<file path="src/rtl/lrs_pkg.sv">
package lrs_pkg;

    localparam int REG_W         = 16;
    localparam int MAX_CODECS    = 15;
    localparam int CTL_RUN_BIT   = 0;
    localparam int CTL_UNSOL_BIT = 8;

    localparam logic ADDR_CTL = 1'b0;
    localparam logic ADDR_STS = 1'b1;

    typedef enum logic [1:0] {
        LNK_HELD = 2'd0,
        LNK_EXIT = 2'd1,
        LNK_UP   = 2'd2
    } lnk_state_e;

    typedef struct packed {
        logic             ctl_we;
        logic             sts_we;
        logic [REG_W-1:0] data;
    } reg_wr_t;

    function automatic logic [REG_W-1:0] pack_ctl(input logic up, input logic unsol);
        logic [REG_W-1:0] v;
        v = '0;
        v[CTL_RUN_BIT]   = up;
        v[CTL_UNSOL_BIT] = unsol;
        return v;
    endfunction

endpackage

</file>
<file path="src/rtl/lrs_tick_timer.sv">
module lrs_tick_timer #(
    parameter int CNT_W = 10
) (
    input  logic             clk,
    input  logic             rst,
    input  logic             clr_i,
    input  logic             tick_i,
    input  logic [CNT_W-1:0] limit_i,
    output logic             done_o
);
    logic [CNT_W-1:0] cnt;

    always_ff @(posedge clk) begin
        if (rst || clr_i) begin
            cnt <= '0;
        end else if (tick_i && (cnt < limit_i)) begin
            cnt <= cnt + 1'b1;
        end
    end

    assign done_o = (cnt >= limit_i);

    // without a tick and without a clear the count must not move
    assert_hold_without_tick_R10: assert property (@(posedge clk) disable iff (rst)
        (!tick_i && !clr_i) |=> $stable(cnt));

endmodule

</file>
<file path="src/rtl/lrs_seq_fsm.sv">
module lrs_seq_fsm
    import lrs_pkg::*;
#(
    parameter int SETTLE_US = 100,
    parameter int WAKE_US   = 540,
    parameter int CNT_W     = 10
) (
    input  logic             clk,
    input  logic             rst,
    input  logic             ctl_we_i,
    input  logic             run_bit_i,
    input  logic             tmr_done_i,
    output logic             tmr_clr_o,
    output logic [CNT_W-1:0] tmr_limit_o,
    output lnk_state_e       state_o
);
    lnk_state_e state, state_nx;
    logic       run_req;
    logic       stop_wr;

    assign stop_wr = ctl_we_i && !run_bit_i;

    always_comb begin
        state_nx  = state;
        tmr_clr_o = 1'b0;
        case (state)
            LNK_HELD: begin
                if (run_req && tmr_done_i) begin
                    state_nx  = LNK_EXIT;
                    tmr_clr_o = 1'b1;
                end
            end
            LNK_EXIT: begin
                if (tmr_done_i) state_nx = LNK_UP;
            end
            LNK_UP:   state_nx = LNK_UP;
            default:  state_nx = LNK_HELD;
        endcase
        if (stop_wr) begin
            state_nx  = LNK_HELD;
            tmr_clr_o = (state != LNK_HELD);
        end
    end

    always_ff @(posedge clk) begin
        if (rst) begin
            state   <= LNK_HELD;
            run_req <= 1'b0;
        end else begin
            state <= state_nx;
            if (ctl_we_i) run_req <= run_bit_i;
        end
    end

    assign tmr_limit_o = (state == LNK_HELD) ? CNT_W'(SETTLE_US) : CNT_W'(WAKE_US);
    assign state_o     = state;

    // release begins only once the settle timer reported completion
    assert_exit_after_settle_R3: assert property (@(posedge clk) disable iff (rst)
        (state == LNK_EXIT && $past(state) == LNK_HELD) |-> $past(tmr_done_i));

    // link reported up only once the start-up timer reported completion
    assert_up_after_wake_R4: assert property (@(posedge clk) disable iff (rst)
        (state == LNK_UP && $past(state) == LNK_EXIT) |-> $past(tmr_done_i));

    // a stop write always lands in reset
    assert_stop_enters_reset_R5: assert property (@(posedge clk) disable iff (rst)
        stop_wr |=> (state == LNK_HELD));

endmodule

</file>
<file path="src/rtl/lrs_presence_latch.sv">
module lrs_presence_latch #(
    parameter int NUM_CODECS = 15
) (
    input  logic                  clk,
    input  logic                  rst,
    input  logic                  sample_en_i,
    input  logic [NUM_CODECS-1:0] present_i,
    input  logic                  clr_we_i,
    input  logic [NUM_CODECS-1:0] clr_mask_i,
    output logic [NUM_CODECS-1:0] sts_o
);
    logic [NUM_CODECS-1:0] sts;

    for (genvar i = 0; i < NUM_CODECS; i++) begin : g_bit
        always_ff @(posedge clk) begin
            if (rst) begin
                sts[i] <= 1'b0;
            end else if (sample_en_i && present_i[i]) begin
                sts[i] <= 1'b1;
            end else if (clr_we_i && clr_mask_i[i]) begin
                sts[i] <= 1'b0;
            end
        end
    end

    assign sts_o = sts;

    // nothing newly set while the link is held in reset
    assert_no_set_in_reset_R6: assert property (@(posedge clk) disable iff (rst)
        !sample_en_i |=> ((sts & ~$past(sts)) == '0));

    // written ones clear when no presence is being sampled
    assert_w1c_clears_R7: assert property (@(posedge clk) disable iff (rst)
        (clr_we_i && !sample_en_i) |=> ((sts & $past(clr_mask_i)) == '0));

endmodule

</file>
<file path="src/rtl/lrs_link_ctrl.sv">
module lrs_link_ctrl
    import lrs_pkg::*;
#(
    parameter int NUM_CODECS = 15,
    parameter int SETTLE_US  = 100,
    parameter int WAKE_US    = 540
) (
    input  logic                  clk,
    input  logic                  rst,
    input  logic                  us_tick,
    input  logic                  reg_we,
    input  logic                  reg_addr,
    input  logic [15:0]           reg_wdata,
    output logic [15:0]           reg_rdata,
    input  logic [NUM_CODECS-1:0] codec_present,
    output logic                  link_reset_o,
    output logic                  unsol_accept_o
);
    localparam int MAX_US = (SETTLE_US > WAKE_US) ? SETTLE_US : WAKE_US;
    localparam int CNT_W  = $clog2(MAX_US + 1);
    localparam int NC     = (NUM_CODECS > MAX_CODECS) ? MAX_CODECS : NUM_CODECS;

    reg_wr_t               wr;
    lnk_state_e            state;
    logic                  tmr_clr, tmr_done;
    logic [CNT_W-1:0]      tmr_limit;
    logic                  unsol_q;
    logic [NUM_CODECS-1:0] sts;
    logic [NUM_CODECS-1:0] sts_vis;
    logic [REG_W-1:0]      sts_word;

    always_comb begin
        wr.ctl_we = reg_we && (reg_addr == ADDR_CTL);
        wr.sts_we = reg_we && (reg_addr == ADDR_STS);
        wr.data   = reg_wdata;
    end

    always_ff @(posedge clk) begin
        if (rst) begin
            unsol_q <= 1'b0;
        end else if (wr.ctl_we) begin
            unsol_q <= wr.data[CTL_UNSOL_BIT];
        end
    end

    lrs_tick_timer #(.CNT_W(CNT_W)) u_timer (
        .clk     (clk),
        .rst     (rst),
        .clr_i   (tmr_clr),
        .tick_i  (us_tick),
        .limit_i (tmr_limit),
        .done_o  (tmr_done)
    );

    lrs_seq_fsm #(
        .SETTLE_US (SETTLE_US),
        .WAKE_US   (WAKE_US),
        .CNT_W     (CNT_W)
    ) u_fsm (
        .clk         (clk),
        .rst         (rst),
        .ctl_we_i    (wr.ctl_we),
        .run_bit_i   (wr.data[CTL_RUN_BIT]),
        .tmr_done_i  (tmr_done),
        .tmr_clr_o   (tmr_clr),
        .tmr_limit_o (tmr_limit),
        .state_o     (state)
    );

    lrs_presence_latch #(.NUM_CODECS(NUM_CODECS)) u_pres (
        .clk         (clk),
        .rst         (rst),
        .sample_en_i (state != LNK_HELD),
        .present_i   (codec_present),
        .clr_we_i    (wr.sts_we),
        .clr_mask_i  (wr.data[NUM_CODECS-1:0]),
        .sts_o       (sts)
    );

    for (genvar i = 0; i < NUM_CODECS; i++) begin : g_vis
        if (i < NC) begin : g_on
            assign sts_vis[i] = sts[i];
        end else begin : g_off
            assign sts_vis[i] = 1'b0;
        end
    end

    always_comb begin
        sts_word = '0;
        sts_word[NUM_CODECS-1:0] = sts_vis;
    end

    assign reg_rdata      = (reg_addr == ADDR_CTL) ? pack_ctl(state == LNK_UP, unsol_q) : sts_word;
    assign link_reset_o   = (state == LNK_HELD);
    assign unsol_accept_o = unsol_q;

    // an up link is never in reset
    assert_up_not_in_reset_R4: assert property (@(posedge clk) disable iff (rst)
        reg_rdata[CTL_RUN_BIT] && (reg_addr == ADDR_CTL) |-> !link_reset_o);

    // the top status bit never reads set
    assert_top_bit_zero_R8: assert property (@(posedge clk) disable iff (rst)
        (reg_addr == ADDR_STS) |-> (reg_rdata[REG_W-1] == 1'b0));

endmodule

</file>
<file path="config.mk">
export PLATFORM = sky130hd
export DESIGN_NAME = lrs_link_ctrl
export DESIGN_NICKNAME = d
export VERILOG_FILES = /design/src/rtl/lrs_pkg.sv /design/src/rtl/lrs_tick_timer.sv /design/src/rtl/lrs_seq_fsm.sv /design/src/rtl/lrs_presence_latch.sv /design/src/rtl/lrs_link_ctrl.sv
export SDC_FILE = /design/constraint.sdc
export NUM_CORES = 1
export LEC_CHECK = 0
export ABC_AREA = 1
export BUFFER_PORTS_ARGS = -buffer_cell sky130_fd_sc_hd__buf_2
export CAP_MARGIN = 25
export CELL_PAD_IN_SITES_DETAIL_PLACEMENT = 1
export CELL_PAD_IN_SITES_GLOBAL_PLACEMENT = 1
export CORE_MARGIN = 2
export CORE_UTILIZATION = 37
export CTS_CLUSTER_DIAMETER = 30
export CTS_CLUSTER_SIZE = 28
export DETAILED_ROUTE_END_ITERATION = 16
export PLACE_DENSITY_LB_ADDON = 0.1
export SYNTH_ARGS = -nofsm -noshare
export SYNTH_HDL_FRONTEND = slang
export SYNTH_SLANG_ARGS = --single-unit
</file>
<file path="constraint.sdc">
create_clock -name clk -period 6.8 [get_ports clk]
set_input_delay 2.04 -clock clk [delete_from_list [all_inputs] [get_ports clk]]
set_output_delay 2.04 -clock clk [all_outputs]
set_load 0.02 [all_outputs]
</file>
==> reports/metrics.yaml <==
grt_usage: 0.177
cts_buffer_depth: 2
wl_microns: 4340
antenna_found_initial: 0
die_x_microns: 72.3
layout-drive-gt1-share: 0.231
routedWlPerCell_microns: 12.1
grt_pass1_vias: 1687
hpwlAfterDp_microns: 3200
yosysWarnings: 0
finalHoldViolCount: 0
grt_setup_unrepaired: "false"
dr.max_layer_used: "met4"
ys_seq_area_frac: 0.336
skew_ns: 0.00372
crit_chain: "buf_2, inv_1, nand2_1, nand2_1, buf_2"
drv_slew: 0
critical_path_class: "in -> out"
worst-path-max-fanout: 30
setup_slack_ns: 1.86
setup-violations-final: 0
die_h_microns: 72.3
p_per_area_nw_per_um2: 170
numClockSinks: 29
drt_iter0_markers: 54
critPathRequiredTime_ns: 4.76
leakage_nw: 1.07
ys_types: 25
cts.reportedPaths.clkPinSlew_ns: 0.06
dieArea_sq_um: 5230
n_antenna_cell: 0
drt_first_pass_iters: 4
cp_slowest_cell: "buf_2"
drt-met1-wl_microns: 1980
postRouteAntennaNets: 0
fmax_ghz: 0.202
n_fill_cell: 624
vias_per_cell: 4.79
cp_data_arrival_time_ns: 2.90
place_ws_ns: 1.86
setup_tns_ns: 0
hold_path_class: "reg -> reg"
vias: 1723
crit_family: "buffers and inverters"
cts_setup_buffers: 0
rows: 24
grt_max_degree: 31
core_sq_um: 4410
placed_cell_area_sq_um: 1980
status: "finished, final reports clean"
ios: 54
cts_resized: 0
period_share: 0.727
cts_buffers: 5
synthCells: 261
htreeDepth: 2
wl_met3_microns: 159
start_util: 0.391
grt_overflow_total: 0
critPathMaxStageDelay_ns: 0.40
hold_buffers: 0
fin_area_sq_um: 2060
drv_cap: 0
ir_drop_mv: 0.0854
cts_root_buf: "clkbuf_8"
fin_util: 0.467
fin_nets: 351
ys_ff_latch: 29
drc: 0
cp-end-kind: "output port"
syn_nets: 305
clk_latency_ns: 0.28
syn_avg_cell_area_sq_um: 6.62
synthToLayoutAreaGrowth_pct: 19.2
synth_area_sq_um: 1730
fin_hold_ws_ns: 0.463
gp_congestion: 0.804
critPathBufInv: 3
wl_met2_microns: 2140
grt_pass1_wl_microns: 7270
cts_tree: "yes"
start_kind: "input port"
port_buffers: 51
fin_crit_ns: 4.94
## cell type report
type | instances | area [sq um] | share of cell area
tap | 52 | 65.1 | 0.0316
inverter | 35 | 138 | 0.0668
sequential | 29 | 581 | 0.282
clock inverter | 2 | 10.0 | 0.00486
clock buffer | 6 | 72.6 | 0.0352
multi-input combinational | 185 | 938 | 0.456
timing repair buffer | 51 | 255 | 0.124
## worst reg2reg max path, stage by stage (launching register included)
cell	delay (ns)
dfxtp_1	0.31
inv_1	0.12
ha_1	0.47
inv_6	0.14
ha_1	0.35
inv_1	0.06
a21oi_1	0.10
nand3_1	0.10
nand3_2	0.09
nand2_2	0.07
nand3_2	0.21
clkinv_2	0.21
nand2_1	0.12
a21oi_1	0.06
## per-stage QoR
stage	cells	power (mW)
after CTS	360	0.357
final	360	0.350
after floorplan	261	0.203
after global placement	352	0.217
after detailed placement	352	0.218
after global routing	360	0.367
## power breakdown
part           internal (mW)  total (mW)  switching, mW
registers              0.174       0.179        0.00522
clock network         0.0707       0.136         0.0653
logic                 0.0141      0.0350         0.0209
total                  0.258       0.350         0.0914
## flip-flops by register name, indices dropped and copies added (netlist names)
register / flops
u_timer.cnt: 10
unsol_accept_o: 1
u_fsm.state_o: 2
u_fsm.run_req: 1
u_pres.sts_o: 15
## cell usage after synthesis
cell type / n / area [sq um]
a21oi_1: 27 / 135
a21oi_2: 4 / 35.0
buf_1: 1 / 3.75
buf_4: 3 / 22.5
buf_6: 2 / 22.5
clkbuf_1: 6 / 22.5
clkinv_2: 1 / 5.00
conb_1: 1 / 3.75
dfxtp_1: 29 / 581
ha_1: 8 / 100
inv_1: 33 / 124
inv_6: 1 / 8.76
nand2_1: 90 / 338
nand2_2: 3 / 18.8
nand2_4: 1 / 11.3
nand3_1: 19 / 95.1
nand3_2: 2 / 20.0
nand4_1: 1 / 6.26
nor2_1: 11 / 41.3
nor3_1: 3 / 15.0
o21ai_0: 5 / 25.0
o21ai_4: 1 / 16.3
o21bai_1: 1 / 7.51
xnor2_1: 3 / 26.3
xor2_1: 5 / 43.8
## cell families (layout without fill, tap and decap cells)
| group | count (synthesis) | count (layout) | share of synthesized area |
|---|---|---|---|
| flip-flops | 29 | 29 | 0.336 |
| XOR/XNOR | 8 | 8 | 0.0406 |
| AND/OR/NAND/NOR | 130 | 130 | 0.316 |
| buffers and inverters | 47 | 94 | 0.121 |
| other | 1 | 1 | 0.00217 |
| AO/OA/AOI/OAI | 38 | 38 | 0.127 |
| adder cells (fa/ha/maj) | 8 | 8 | 0.0579 |
## path summary, 6_finish.rpt
| path | startpoint | to | slack [ns] | depth (start not counted) |
|---|---|---|---|---|
| worst max register to register | u_fsm.state_o[0] | u_timer.cnt[7] | 4.26 | 13 |
| worst min-delay path | u_pres.sts_o[9] | u_pres.sts_o[9] | 0.46 | 2 |
| worst min register to register | u_pres.sts_o[9] | u_pres.sts_o[9] | 0.46 | 2 |
| worst max-delay path | reg_addr | reg_rdata[0] | 1.86 | 5 |
## per-layer routing
metal,up-vias,GRT usage
met5,-,0
met4,0,0.0755
met3,7,0.0361
met2,29,0.298
met1,789,0.219
li1,898,-
## placed cells by master, fill, tap and decap left out
cell type and n:
nor2_1 11, dfxtp_1 29, xor2_1 5, clkinv_2 3, inv_1 33, clkbuf_8 5, nand2_1 90, a21oi_1 27
nor3_1 3, ha_1 8, clkbuf_1 1, nand2_4 1, nand4_1 1, o21bai_1 1, o21ai_0 5, nand3_2 2
xnor2_1 3, buf_2 51, inv_6 1, conb_1 1, nand2_2 3, o21ai_4 1, nand3_1 19, a21oi_2 4
Note: power is estimated with default switching activity, not from simulation.
